===== src/rtl/gemm_idx_pkg.sv =====
package gemm_idx_pkg;

    localparam int IDX_W = 11;
    localparam int UOP_W = 13;
    localparam int CNT_W = 14;
    localparam int NBUF  = 3;

    localparam int BUF_ACC = 0;
    localparam int BUF_INP = 1;
    localparam int BUF_WGT = 2;

    typedef logic [IDX_W-1:0] idx_t;
    typedef logic [UOP_W-1:0] uop_t;
    typedef logic [CNT_W-1:0] cnt_t;

    typedef struct packed {
        uop_t beg;
        uop_t fin;
        cnt_t outer_n;
        cnt_t inner_n;
    } loop_cfg_t;

    typedef enum logic {
        S_IDLE = 1'b0,
        S_RUN  = 1'b1
    } seq_state_e;

    function automatic logic cfg_is_empty(input loop_cfg_t c);
        return (c.fin <= c.beg) || (c.outer_n == '0) || (c.inner_n == '0);
    endfunction

endpackage


===== src/rtl/gemm_loop_ctrl.sv =====
module gemm_loop_ctrl
    import gemm_idx_pkg::*;
(
    input  logic      clk,
    input  logic      rst,
    input  logic      start,
    input  loop_cfg_t cfg_in,
    input  loop_cfg_t cfg_q,
    input  logic      fire,
    output logic      running,
    output uop_t      uop_idx,
    output logic      load,
    output logic      adv_inner,
    output logic      adv_outer,
    output logic      done
);

    seq_state_e state;
    cnt_t       i_cnt;
    cnt_t       j_cnt;
    uop_t       k_cnt;
    logic       last_uop;
    logic       last_inner;
    logic       last_outer;
    logic       finish;

    assign running = (state == S_RUN);
    assign uop_idx = k_cnt;
    assign load    = start && (state == S_IDLE);

    always_comb begin
        last_uop   = (uop_t'(k_cnt + uop_t'(1)) == cfg_q.fin);
        last_inner = (cnt_t'(j_cnt + cnt_t'(1)) == cfg_q.inner_n);
        last_outer = (cnt_t'(i_cnt + cnt_t'(1)) == cfg_q.outer_n);
        adv_inner  = fire && last_uop && !last_inner;
        adv_outer  = fire && last_uop && last_inner && !last_outer;
        finish     = fire && last_uop && last_inner && last_outer;
    end

    always_ff @(posedge clk) begin
        if (rst) begin
            state <= S_IDLE;
            i_cnt <= '0;
            j_cnt <= '0;
            k_cnt <= '0;
            done  <= 1'b0;
        end else begin
            done <= (load && cfg_is_empty(cfg_in)) || finish;
            case (state)
                S_IDLE: begin
                    if (load && !cfg_is_empty(cfg_in)) begin
                        state <= S_RUN;
                        i_cnt <= '0;
                        j_cnt <= '0;
                        k_cnt <= cfg_in.beg;
                    end
                end
                S_RUN: begin
                    if (fire) begin
                        if (!last_uop) begin
                            k_cnt <= uop_t'(k_cnt + uop_t'(1));
                        end else begin
                            k_cnt <= cfg_q.beg;
                            if (!last_inner) begin
                                j_cnt <= cnt_t'(j_cnt + cnt_t'(1));
                            end else begin
                                j_cnt <= '0;
                                if (!last_outer) begin
                                    i_cnt <= cnt_t'(i_cnt + cnt_t'(1));
                                end else begin
                                    state <= S_IDLE;
                                end
                            end
                        end
                    end
                end
                default: state <= S_IDLE;
            endcase
        end
    end

endmodule


===== src/rtl/gemm_offset_track.sv =====
module gemm_offset_track
    import gemm_idx_pkg::*;
(
    input  logic clk,
    input  logic rst,
    input  logic load,
    input  logic adv_inner,
    input  logic adv_outer,
    input  idx_t outer_step,
    input  idx_t inner_step,
    output idx_t off
);

    idx_t outer_off;
    idx_t inner_off;

    always_ff @(posedge clk) begin
        if (rst || load) begin
            outer_off <= '0;
            inner_off <= '0;
        end else if (adv_outer) begin
            outer_off <= idx_t'(outer_off + outer_step);
            inner_off <= '0;
        end else if (adv_inner) begin
            inner_off <= idx_t'(inner_off + inner_step);
        end
    end

    assign off = idx_t'(outer_off + inner_off);

endmodule


===== src/rtl/gemm_idx_gen.sv =====
module gemm_idx_gen
    import gemm_idx_pkg::*;
(
    input  logic             clk,
    input  logic             rst,
    input  logic             start,
    input  logic [UOP_W-1:0] uop_begin,
    input  logic [UOP_W-1:0] uop_end,
    input  logic [CNT_W-1:0] outer_count,
    input  logic [CNT_W-1:0] inner_count,
    input  logic [IDX_W-1:0] outer_acc_step,
    input  logic [IDX_W-1:0] outer_inp_step,
    input  logic [IDX_W-1:0] outer_wgt_step,
    input  logic [IDX_W-1:0] inner_acc_step,
    input  logic [IDX_W-1:0] inner_inp_step,
    input  logic [IDX_W-1:0] inner_wgt_step,
    input  logic             clear_acc,
    output logic [UOP_W-1:0] uop_addr,
    input  logic [IDX_W-1:0] uop_acc_base,
    input  logic [IDX_W-1:0] uop_inp_base,
    input  logic [IDX_W-1:0] uop_wgt_base,
    output logic             op_valid,
    input  logic             op_ready,
    output logic [IDX_W-1:0] op_acc_idx,
    output logic [IDX_W-1:0] op_inp_idx,
    output logic [IDX_W-1:0] op_wgt_idx,
    output logic             op_reset,
    output logic             done
);

    loop_cfg_t cfg_in;
    loop_cfg_t cfg_q;
    logic      reset_q;
    logic      load;
    logic      adv_inner;
    logic      adv_outer;
    logic      running;
    logic      fire;
    uop_t      uop_idx;

    idx_t outer_step_in [NBUF];
    idx_t inner_step_in [NBUF];
    idx_t outer_step_q  [NBUF];
    idx_t inner_step_q  [NBUF];
    idx_t base_in       [NBUF];
    idx_t loop_off      [NBUF];
    idx_t idx_out       [NBUF];

    assign cfg_in = '{beg: uop_begin, fin: uop_end,
                      outer_n: outer_count, inner_n: inner_count};

    assign outer_step_in[BUF_ACC] = outer_acc_step;
    assign outer_step_in[BUF_INP] = outer_inp_step;
    assign outer_step_in[BUF_WGT] = outer_wgt_step;
    assign inner_step_in[BUF_ACC] = inner_acc_step;
    assign inner_step_in[BUF_INP] = inner_inp_step;
    assign inner_step_in[BUF_WGT] = inner_wgt_step;
    assign base_in[BUF_ACC]       = uop_acc_base;
    assign base_in[BUF_INP]       = uop_inp_base;
    assign base_in[BUF_WGT]       = uop_wgt_base;

    always_ff @(posedge clk) begin
        if (rst) begin
            cfg_q   <= '0;
            reset_q <= 1'b0;
        end else if (load) begin
            cfg_q   <= cfg_in;
            reset_q <= clear_acc;
        end
    end

    gemm_loop_ctrl u_ctrl (
        .clk       (clk),
        .rst       (rst),
        .start     (start),
        .cfg_in    (cfg_in),
        .cfg_q     (cfg_q),
        .fire      (fire),
        .running   (running),
        .uop_idx   (uop_idx),
        .load      (load),
        .adv_inner (adv_inner),
        .adv_outer (adv_outer),
        .done      (done)
    );

    for (genvar b = 0; b < NBUF; b++) begin : g_buf
        always_ff @(posedge clk) begin
            if (rst) begin
                outer_step_q[b] <= '0;
                inner_step_q[b] <= '0;
            end else if (load) begin
                outer_step_q[b] <= outer_step_in[b];
                inner_step_q[b] <= inner_step_in[b];
            end
        end

        gemm_offset_track u_off (
            .clk        (clk),
            .rst        (rst),
            .load       (load),
            .adv_inner  (adv_inner),
            .adv_outer  (adv_outer),
            .outer_step (outer_step_q[b]),
            .inner_step (inner_step_q[b]),
            .off        (loop_off[b])
        );

        assign idx_out[b] = idx_t'(base_in[b] + loop_off[b]);
    end

    assign fire       = running && op_ready;
    assign op_valid   = running;
    assign uop_addr   = uop_idx;
    assign op_reset   = reset_q;
    assign op_acc_idx = idx_out[BUF_ACC];
    assign op_inp_idx = idx_out[BUF_INP];
    assign op_wgt_idx = idx_out[BUF_WGT];

endmodule


===== config.mk =====
export PLATFORM = sky130hd
export DESIGN_NAME = gemm_idx_gen
export DESIGN_NICKNAME = d
export VERILOG_FILES = /design/src/rtl/gemm_idx_pkg.sv /design/src/rtl/gemm_loop_ctrl.sv /design/src/rtl/gemm_offset_track.sv /design/src/rtl/gemm_idx_gen.sv
export SDC_FILE = /design/constraint.sdc
export NUM_CORES = 1
export LEC_CHECK = 0
export CORE_MARGIN = 2
export CORE_UTILIZATION = 50
export CTS_CLUSTER_SIZE = 16
export DETAILED_ROUTE_END_ITERATION = 6
export PLACE_DENSITY = 0.81
export SYNTH_ARGS = -nofsm -noshare
export SYNTH_HDL_FRONTEND = slang
export SYNTH_SLANG_ARGS = --single-unit

===== constraint.sdc =====
create_clock -name clk -period 7.6 [get_ports clk]
set_clock_uncertainty 0.2 [all_clocks]
set_input_delay 0.76 -clock clk [delete_from_list [all_inputs] [get_ports clk]]
set_output_delay 0.76 -clock clk [all_outputs]
set_load 0.1 [all_outputs]

== Word-level counts from Yosys, hierarchy flattened ==
Memories as Yosys holds them, arrays and structs flattened.
Cells that the tools add are included.
Storage, ports and cells
  register bits: 164
  bits of input ports: 158
  bits in writable memories: 66
  memories kept: 2
  output and inout bits: 49
  logic and storage cells: 102
Operators by class
  bitwise operators: 7
  reductions and logical operators: 22
  $lt $le $gt $ge: 1
  equality and inequality tests: 8
  $add $sub $neg: 15
  multiplexer cells: 31
Memories
  inner_step_q: depth 3, width 11, read ports 3, clocked after memory_dff 0, write ports 3, line gemm_idx_gen.sv:44  | idx_t inner_step_q [NBUF];
  outer_step_q: depth 3, width 11, read ports 3, clocked after memory_dff 0, write ports 3, line gemm_idx_gen.sv:43  | idx_t outer_step_q [NBUF];
Operator list (number)
  adder 11 bit: 12
  two-way mux 14 bit: 8
  two-way mux 11 bit: 6
  one-hot mux 14 bit (2 select lines): 2
  two-way mux 13 bit: 3
  adder 14 x 1 -> 14 bit, second input constant: 2
  equality test 14 bit: 2
  logical NOT 14 bit: 2
  one-hot mux 13 bit (2 select lines): 1
  adder 13 x 1 -> 13 bit, second input constant: 1
  equality test 13 bit: 1
  <= comparator 13 bit: 1
  two-way mux 1 bit: 10
  logical AND 1 bit: 9
  inequality test 2 bit, second input constant: 4
  bitwise OR 1 bit: 6
  AND reduction 5 bit: 1
  logical OR 1 bit: 4
  logical NOT 1 bit: 3
  AND reduction 3 bit: 1
  inequality test 2 x 1 -> 1 bit, second input constant: 1
  one-hot mux 1 bit (2 select lines): 1
  AND reduction 2 bit: 1
  OR reduction 2 bit: 1
  NOT 1 bit: 1

== Longest topological paths before layout ==
Gate-level depths: netlist of run 1.
  depth after elaboration: 7
  gate-level depth with buffers: 14
  gate-level depth less buffers: 13

== Modules after synthesis ==
From an unflattened synthesis of run 1, not the netlist that was laid out.
Unflattened totals
  cells, all modules: 1876
  area, all modules: 16508.3 µm²
Modules (own cells, without submodules)
  gemm_idx_gen: cells an instance 493, area an instance 5683.0 µm², times used 1, seq. area each 3083.0 µm²
  gemm_loop_ctrl: cells an instance 580, area an instance 4251.6 µm², times used 1, seq. area each 860.8 µm²
  gemm_offset_track (g_buf[2].u_off): cells an instance 287, area an instance 2324.7 µm², times used 1, seq. area each 440.4 µm²
  gemm_offset_track (g_buf[0].u_off): cells an instance 266, area an instance 2168.3 µm², times used 1, seq. area each 440.4 µm²
  gemm_offset_track (g_buf[1].u_off): cells an instance 250, area an instance 2080.7 µm², times used 1, seq. area each 440.4 µm²

== Worst setup path after synthesis of run 1 ==
No wires, ideal clock.
  path type: in2out
  start: in uop_wgt_base[2]
  end: out op_wgt_idx[10]
  data arrival time: 4833 ps
  required time: 6640 ps
  path slack: 1807 ps
  buffers on the path: 0
  cell stages on the path: 10
  cell sequence: fa_1 -> ha_1 -> a21o_1 -> a21oi_1 -> o21bai_1 -> a21oi_1 -> o21bai_1 -> a21oi_1 -> nor2_1 -> a211oi_1
Between the ends
  longest elaborated chain between the ends: 1
Ends and longest elaborated chain
  from (decl): line gemm_idx_gen.sv:21  | input logic [IDX_W-1:0] uop_wgt_base,
  adder 11 bit: line gemm_idx_gen.sv:109  | assign idx_out[b] = idx_t'(base_in[b] + loop_off[b]);
  to (decl): line gemm_idx_gen.sv:26  | output logic [IDX_W-1:0] op_wgt_idx,
Every way passes these cells.

== Final worst setup path of run 1 ==
  start: in uop_inp_base[2]
  end: out op_inp_idx[10]
Between the ends
  longest elaborated chain between the ends: 1
Ends and longest elaborated chain
  from (decl): line gemm_idx_gen.sv:20  | input logic [IDX_W-1:0] uop_inp_base,
  adder 11 bit: line gemm_idx_gen.sv:109
  to (decl): line gemm_idx_gen.sv:25  | output logic [IDX_W-1:0] op_inp_idx,
Every way passes these cells.

==> results of run 1 <==
layout by cell type, fill, tap and decap left out, drive strengths merged, types with 55 or more instances in the layout:
cell type and count:
o21ai 61, ha 103, a22o 55, edfxtp 66, nand3 68, dfxtp 164, clkdlybuf4s50 206, nand2 130
xnor2 76, nor2 84, and2 78, inv 90, a21oi 95
area by class of cell:
cell class | instances | area [µm²] | area share [%]
inverter | 90 | 340.3 | 1.837
clock inverter | 10 | 106.4 | 0.5739
tap | 396 | 495.5 | 2.674
clock buffer | 37 | 785.8 | 4.240
multi-input combinational | 1266 | 9393 | 50.69
sequential | 230 | 5265 | 28.41
timing repair buffer | 217 | 2145 | 11.57
how the worst min path moves through the flow:
stage | from | to | slack (ns) | depth (start not counted)
2_1_floorplan | cfg_q[50]$_SDFFE_PP0P_ | cfg_q[50]$_SDFFE_PP0P_ | 0.24 | 1
3_3_place_gp | cfg_q[52]$_SDFFE_PP0P_ | cfg_q[52]$_SDFFE_PP0P_ | 0.25 | 1
3_5_place_dp | cfg_q[52]$_SDFFE_PP0P_ | cfg_q[52]$_SDFFE_PP0P_ | 0.26 | 1
4_1_cts | cfg_q[52]$_SDFFE_PP0P_ | cfg_q[52]$_SDFFE_PP0P_ | 0.28 | 1
5_1_grt | cfg_q[43]$_SDFFE_PP0P_ | cfg_q[43]$_SDFFE_PP0P_ | 0.30 | 1
6_report | cfg_q[52]$_SDFFE_PP0P_ | cfg_q[52]$_SDFFE_PP0P_ | 0.28 | 1
metrics by stage:
stage / hold slack (ns) / area, µm²
5_1_grt: 0.2980 / 18530
2_1_floorplan: 0.2407 / 15360
6_report: 0.2758 / 18530
3_3_place_gp: 0.2542 / 17640
3_5_place_dp: 0.2583 / 17640
4_1_cts: 0.2768 / 18530
routing by layer:
| layer | share of wire [%] | up-vias | global-route usage (%) |
|---|---|---|---|
| met4 | 2.5 | 2 | 7.023 |
| met5 | 0.024 | - | 0 |
| met1 | 43 | 6339 | 32.42 |
| met2 | 48 | 482 | 43.47 |
| li1 | - | 6409 | - |
| met3 | 6.2 | 78 | 3.711 |
Yosys cell counts, types with 7 or more instances:
| cell | n |
|---|---|
| buf_1 | 7 |
| o31ai_1 | 32 |
| nand3b_1 | 11 |
| nand2b_1 | 8 |
| or4_1 | 14 |
| mux2_2 | 8 |
| or3_1 | 18 |
| and3_1 | 19 |
| a22o_1 | 55 |
| a21o_1 | 16 |
| ha_1 | 103 |
| o311ai_0 | 7 |
| o21bai_1 | 14 |
| nand3_1 | 66 |
| nor2_1 | 84 |
| buf_2 | 30 |
| o21ai_0 | 61 |
| a21oi_1 | 93 |
| a211oi_1 | 27 |
| nor3_1 | 37 |
| clkbuf_1 | 45 |
| xor2_1 | 48 |
| and4_1 | 10 |
| dfxtp_1 | 164 |
| inv_1 | 89 |
| nor2b_1 | 24 |
| fa_1 | 39 |
| edfxtp_1 | 66 |
| mux2i_1 | 24 |
| nand2_1 | 130 |
| and2_1 | 78 |
| nand4_1 | 23 |
| a31oi_1 | 12 |
| nor4_1 | 17 |
| xnor2_1 | 76 |
state kept, by name (all words and copies together), names as in the netlist:
register,cells
cfg_q,54
g_buf.u_off.inner_off,33
g_buf.u_off.outer_off,33
inner_step_q,33
op_reset,1
outer_step_q,33
u_ctrl.done,1
u_ctrl.i_cnt,14
u_ctrl.j_cnt,14
u_ctrl.running,1
u_ctrl.uop_idx,13
critical path, stage by stage:
cell	delay, ns
clkdlybuf4s50_1	0.44
fa_1	0.54
ha_1	0.32
a21o_1	0.16
a21oi_1	0.23
o21bai_1	0.12
a21oi_1	0.26
o21bai_1	0.10
a21o_1	0.21
and4_1	0.20
nor3_1	0.20
clkdlybuf4s50_1	1.16
power by group through the flow:
| stage | clock [mW] | sequential [mW] | combinational, mW |
|---|---|---|---|
| finish | 1.30 | 1.39 | 0.671 |
| global route | 1.37 | 1.40 | 0.720 |
| CTS | 1.32 | 1.39 | 0.670 |
| detailed placement | 0 | 1.41 | 0.666 |
| global placement | 0 | 1.41 | 0.650 |
| floorplan | 0 | 1.46 | 0.397 |
cells by family (layout without fill, tap and decap cells):
group | count (synthesis) | in the layout | share of synthesized area (%)
AND/OR/NAND/NOR | 565 | 565 | 19.52
AO/OA/AOI/OAI | 400 | 400 | 18.33
flip-flops | 230 | 230 | 34.28
buffers and inverters | 177 | 354 | 4.741
adder cells (fa/ha/maj) | 142 | 142 | 13.47
XOR/XNOR | 127 | 127 | 7.518
multiplexers | 32 | 32 | 2.150
==> results_dict.tcl, run 1 <==
set metrics [dict create \
    status "complete, no violations" \
    drive_gt1_share_pct 5.027 \
    hold_violations 0 \
    finalWorstSetupSlack_ns 1.928 \
    cp_max_fo 3 \
    timing.final.crit_share_pct 74.63 \
    place.gp.congestion 0.9468 \
    cts_root_buffer "clkbuf_16" \
    grt_use_total_pct 25.08 \
    relSlewSlack_pct 29.19 \
    yosys_register_bits 230 \
    postSynthAreaPerCell_um2 9.182 \
    setup_viol 0 \
    maxCapViolations 0 \
    synthesis.area_mm2 0.01536 \
    cts-buffers-inserted 26 \
    yosys-top-cells-area "dfxtp_1 21%, edfxtp_1 13%, ha_1 8.4%" \
    diodes 0 \
    numPortBuffers 206 \
    syn-num-nets 1973 \
    firstDrtPassIters 5 \
    power.leakage_nw 7.349 \
    crit_start "uop_inp_base[2]" \
    arrival_ns 4.71 \
    endpoint "op_inp_idx[10]" \
    drc 0 \
    cts_tree "yes" \
    yosysUniqueCellTypes 83 \
    ir_drop_mv 0.1590 \
    power.density_mw_per_mm2 181.2 \
    grt_pass1_vias 13000 \
    fillCellCount 2536 \
    yosysTopAreaCell "dfxtp_1" \
    min_path_type "flip-flop to flip-flop" \
    post-place-cells 2199 \
    synth-async-reset-ratio_pct 0 \
    start_util_pct 50.48 \
    die_area_mm2 0.03214 \
    nNetsFinal 2131 \
    ant_nets 0 \
    grt_pass1_wl_um 64970 \
    dp_hpwl_um 29980 \
    r2r-end "g_buf[1].u_off.inner_off[1]$_SDFFE_PP0P_" \
    startpoint_type "input pin" \
    required_ns 6.64 \
    wl_per_cell_um 18.34 \
    maxSlewViolCount 0 \
    fmax_ghz 0.1763 \
    cts_setup_buffers 0 \
    switchingPower_mw 0.9725 \
    cts.sinks 230 \
    rrSetupSlack_ns 3.00 \
    syn_inst 1673 \
    core_area_mm2 0.03043 \
    power_frac_comb_pct 20.0 \
    antenna_found_initial 1 \
    dp_slack_ns 2.003 \
    power_mw 3.358 \
    viasPerCell 5.926 \
    synth_edf_count 66 \
    synth_ff_type "dfxtp_1" \
    clk_pin_slew_worst_paths_ns 0.06 \
    clock_path_buffers 3 \
    fin_crit_ns 5.672 \
    cts_hold_buf 0 \
    path_class "input pin to primary output" \
    yosysSeqAreaShare_pct 34.28 \
    setup_tns_ns 0 \
    htree_levels 1 \
    p_seq_share_pct 41.3 \
    r2r-start "u_ctrl.uop_idx[0]$_SDFFE_PP0P_" \
    postLayoutCoreUtil_pct 60.90 \
    num_vias 13310 \
    cts_resized 0 \
    yosysWarnings 0 \
    num_rows 64 \
    final_cell_count_no_fill 2246 \
    grt_max_degree 80 \
    dieWidth_um 179.3 \
    area_delta_synth_final_pct 20.63 \
    clkLatencyLatePin_ns 0.54 \
    drt_wl_total_um 41190 \
    die_height_um 179.3 \
    io_pins 207 \
    worst_slew_pin_slew_ns 1.059 \
    switching_share_pct 28.96 \
    end_kind "primary output" \
    internal_power_mw 2.386 \
    clkPwrFrac_pct 38.7 \
    grt_overflow 0 \
    rsz0062_at_grt "no" \
    synth_top_area_share_pct 21.37 \
    rr_worst_depth 11 \
    initialDrtViolationCount 1014 \
]
No activity file was read; power rests on OpenSTA's default activity.
==> run 2, diff against run 1 <==
clock period = 5.4 ns   (was 7.6 ns; I/O delays follow)
==> results_dict.tcl, run 2 (synthesis results as in run 1) <==
set metrics [dict create \
    maxSlewViolCount 0 \
    final_cell_mix "181 x clkdlybuf4s50_1, 164 x dfxtp_1, 130 x nand2_1" \
    cts.sinks 230 \
    grt_overflow 0 \
    drt_wl_total_um 41800 \
    hold_violations 0 \
    grt_max_degree 64 \
    grt_use_total_pct 25.61 \
    drive_gt1_share_pct 6.580 \
    rsz0062_at_grt "no" \
    drc 0 \
    clock_path_buffers 3 \
    wl_met1_um 17940 \
    wl_per_cell_um 18.57 \
    cp_slowest_cell "fa_1" \
    worst_slew_pin_slew_ns 1.041 \
    worst-path-buf-inv 2 \
    io_pins 207 \
    place.gp.congestion 0.8954 \
    htree_levels 1 \
    startpoint_type "input pin" \
    power.leakage_nw 7.370 \
    area_delta_synth_final_pct 20.13 \
    num_vias 13340 \
    cts_root_buffer "clkbuf_16" \
    wl_met3_um 2898 \
    crit_family "compound AO/OA/AOI/OAI gates" \
    clk_pin_slew_worst_paths_ns 0.06 \
    firstDrtPassIters 5 \
    setup_tns_ns 0 \
    cts_setup_buffers 0 \
    relSlewSlack_pct 30.37 \
    path_class "input pin to primary output" \
    maxUsedRoutingLayer "met5" \
    cts_tree "yes" \
    max_stage_delay_ns 0.54 \
    start_util_pct 50.48 \
    cp_max_fo 3 \
    initialDrtViolationCount 921 \
    timing.final.crit_share_pct 82.75 \
    core_area_mm2 0.03043 \
    fmax_ghz 0.2238 \
    cts_resized 0 \
    grt_pass1_wl_um 66090 \
    required_ns 4.66 \
    min_path_type "flip-flop to flip-flop" \
    num_rows 64 \
    status "complete, no violations" \
    layout_commonest_cell "clkdlybuf4s50_1" \
    grt_pass1_vias 12960 \
    largest_reg_flops 54 \
    nNetsFinal 2134 \
    end_kind "primary output" \
    dp_hpwl_um 30510 \
    die_area_mm2 0.03214 \
    postLayoutCoreUtil_pct 60.64 \
    power.density_mw_per_mm2 251.7 \
    numPortBuffers 206 \
    fin_crit_ns 4.468 \
    maxCapViolations 0 \
    ant_nets 0 \
    setup_viol 0 \
    arrival_ns 3.73 \
    path_cells "clkdlybuf4s50_1, fa_1, ha_1, a21o_1, a21oi_1, o21bai_1, a21oi_1, o21bai_1, a21o_1, and4_1, nor3_1, buf_4" \
    rrSetupSlack_ns 1.26 \
    cts_hold_buf 0 \
    antenna_found_initial 1 \
    die_height_um 179.3 \
    route.met2.wl_um 20050 \
    dieWidth_um 179.3 \
    cts-buffers-inserted 26 \
    viasPerCell 5.924 \
    clkLatencyLatePin_ns 0.54 \
    max_flop_register "cfg_q" \
    ir_drop_mv 0.1925 \
    fillCellCount 2543 \
]
==> run 2: cell count changes in the layout (fill, tap and decap cells not counted), moves of 2 or more <==
cell / delta
buf_4: +27
clkbuf_16: -2
clkdlybuf4s50_1: -25
inv_4: +2
==> run 2: path summary, 6_finish.rpt <==
kind / from / to / cells after the start
max: uop_acc_base[2] / op_acc_idx[10] / 12
min: cfg_q[45]$_SDFFE_PP0P_ / cfg_q[45]$_SDFFE_PP0P_ / 1
max reg2reg: u_ctrl.uop_idx[0]$_SDFFE_PP0P_ / u_ctrl.i_cnt[6]$_SDFFE_PP0P_ / 9
min reg2reg: cfg_q[45]$_SDFFE_PP0P_ / cfg_q[45]$_SDFFE_PP0P_ / 1
==> run 2: where the power goes <==
group	internal [mW]	switching (mW)	leakage, nW
Combinational	0.376	0.570	4.89
Sequential	1.87	0.0809	2.05
Clock	1.01	0.730	0.422
==> run 2: layout make-up <==
| type | count | area [µm²] | area share [%] |
|---|---|---|---|
| Multi-Input combinational cell | 1266 | 9393 | 50.90 |
| Sequential cell | 230 | 5265 | 28.53 |
| Timing Repair Buffer | 220 | 2117 | 11.47 |
| Antenna cell | 1 | 2.502 | 0.01356 |
| Clock buffer | 35 | 745.7 | 4.041 |
| Inverter | 90 | 340.3 | 1.844 |
| Tap cell | 396 | 495.5 | 2.685 |
| Clock inverter | 13 | 93.84 | 0.5085 |
==> run 2: layer usage <==
metal  GRT usage [%]  vias up
li1                -     6421
met1           33.39     6372
met2           44.27      473
met3           4.092       68
met4           6.216        2
met5               0        -
==> run 2: through the flow <==
stage	setup WS, ns	hold slack (ns)	instance area, µm²	std cells	power, mW
after floorplan	0.04684	0.2407	15360	1673	2.613
after CTS	0.9898	0.2801	18450	2250	4.667
after global placement	1.128	0.2576	17610	2202	2.904
final	0.9317	0.2733	18450	2251	4.645
after detailed placement	0.9931	0.2632	17610	2202	2.928
after global routing	0.7669	0.2990	18450	2250	4.812
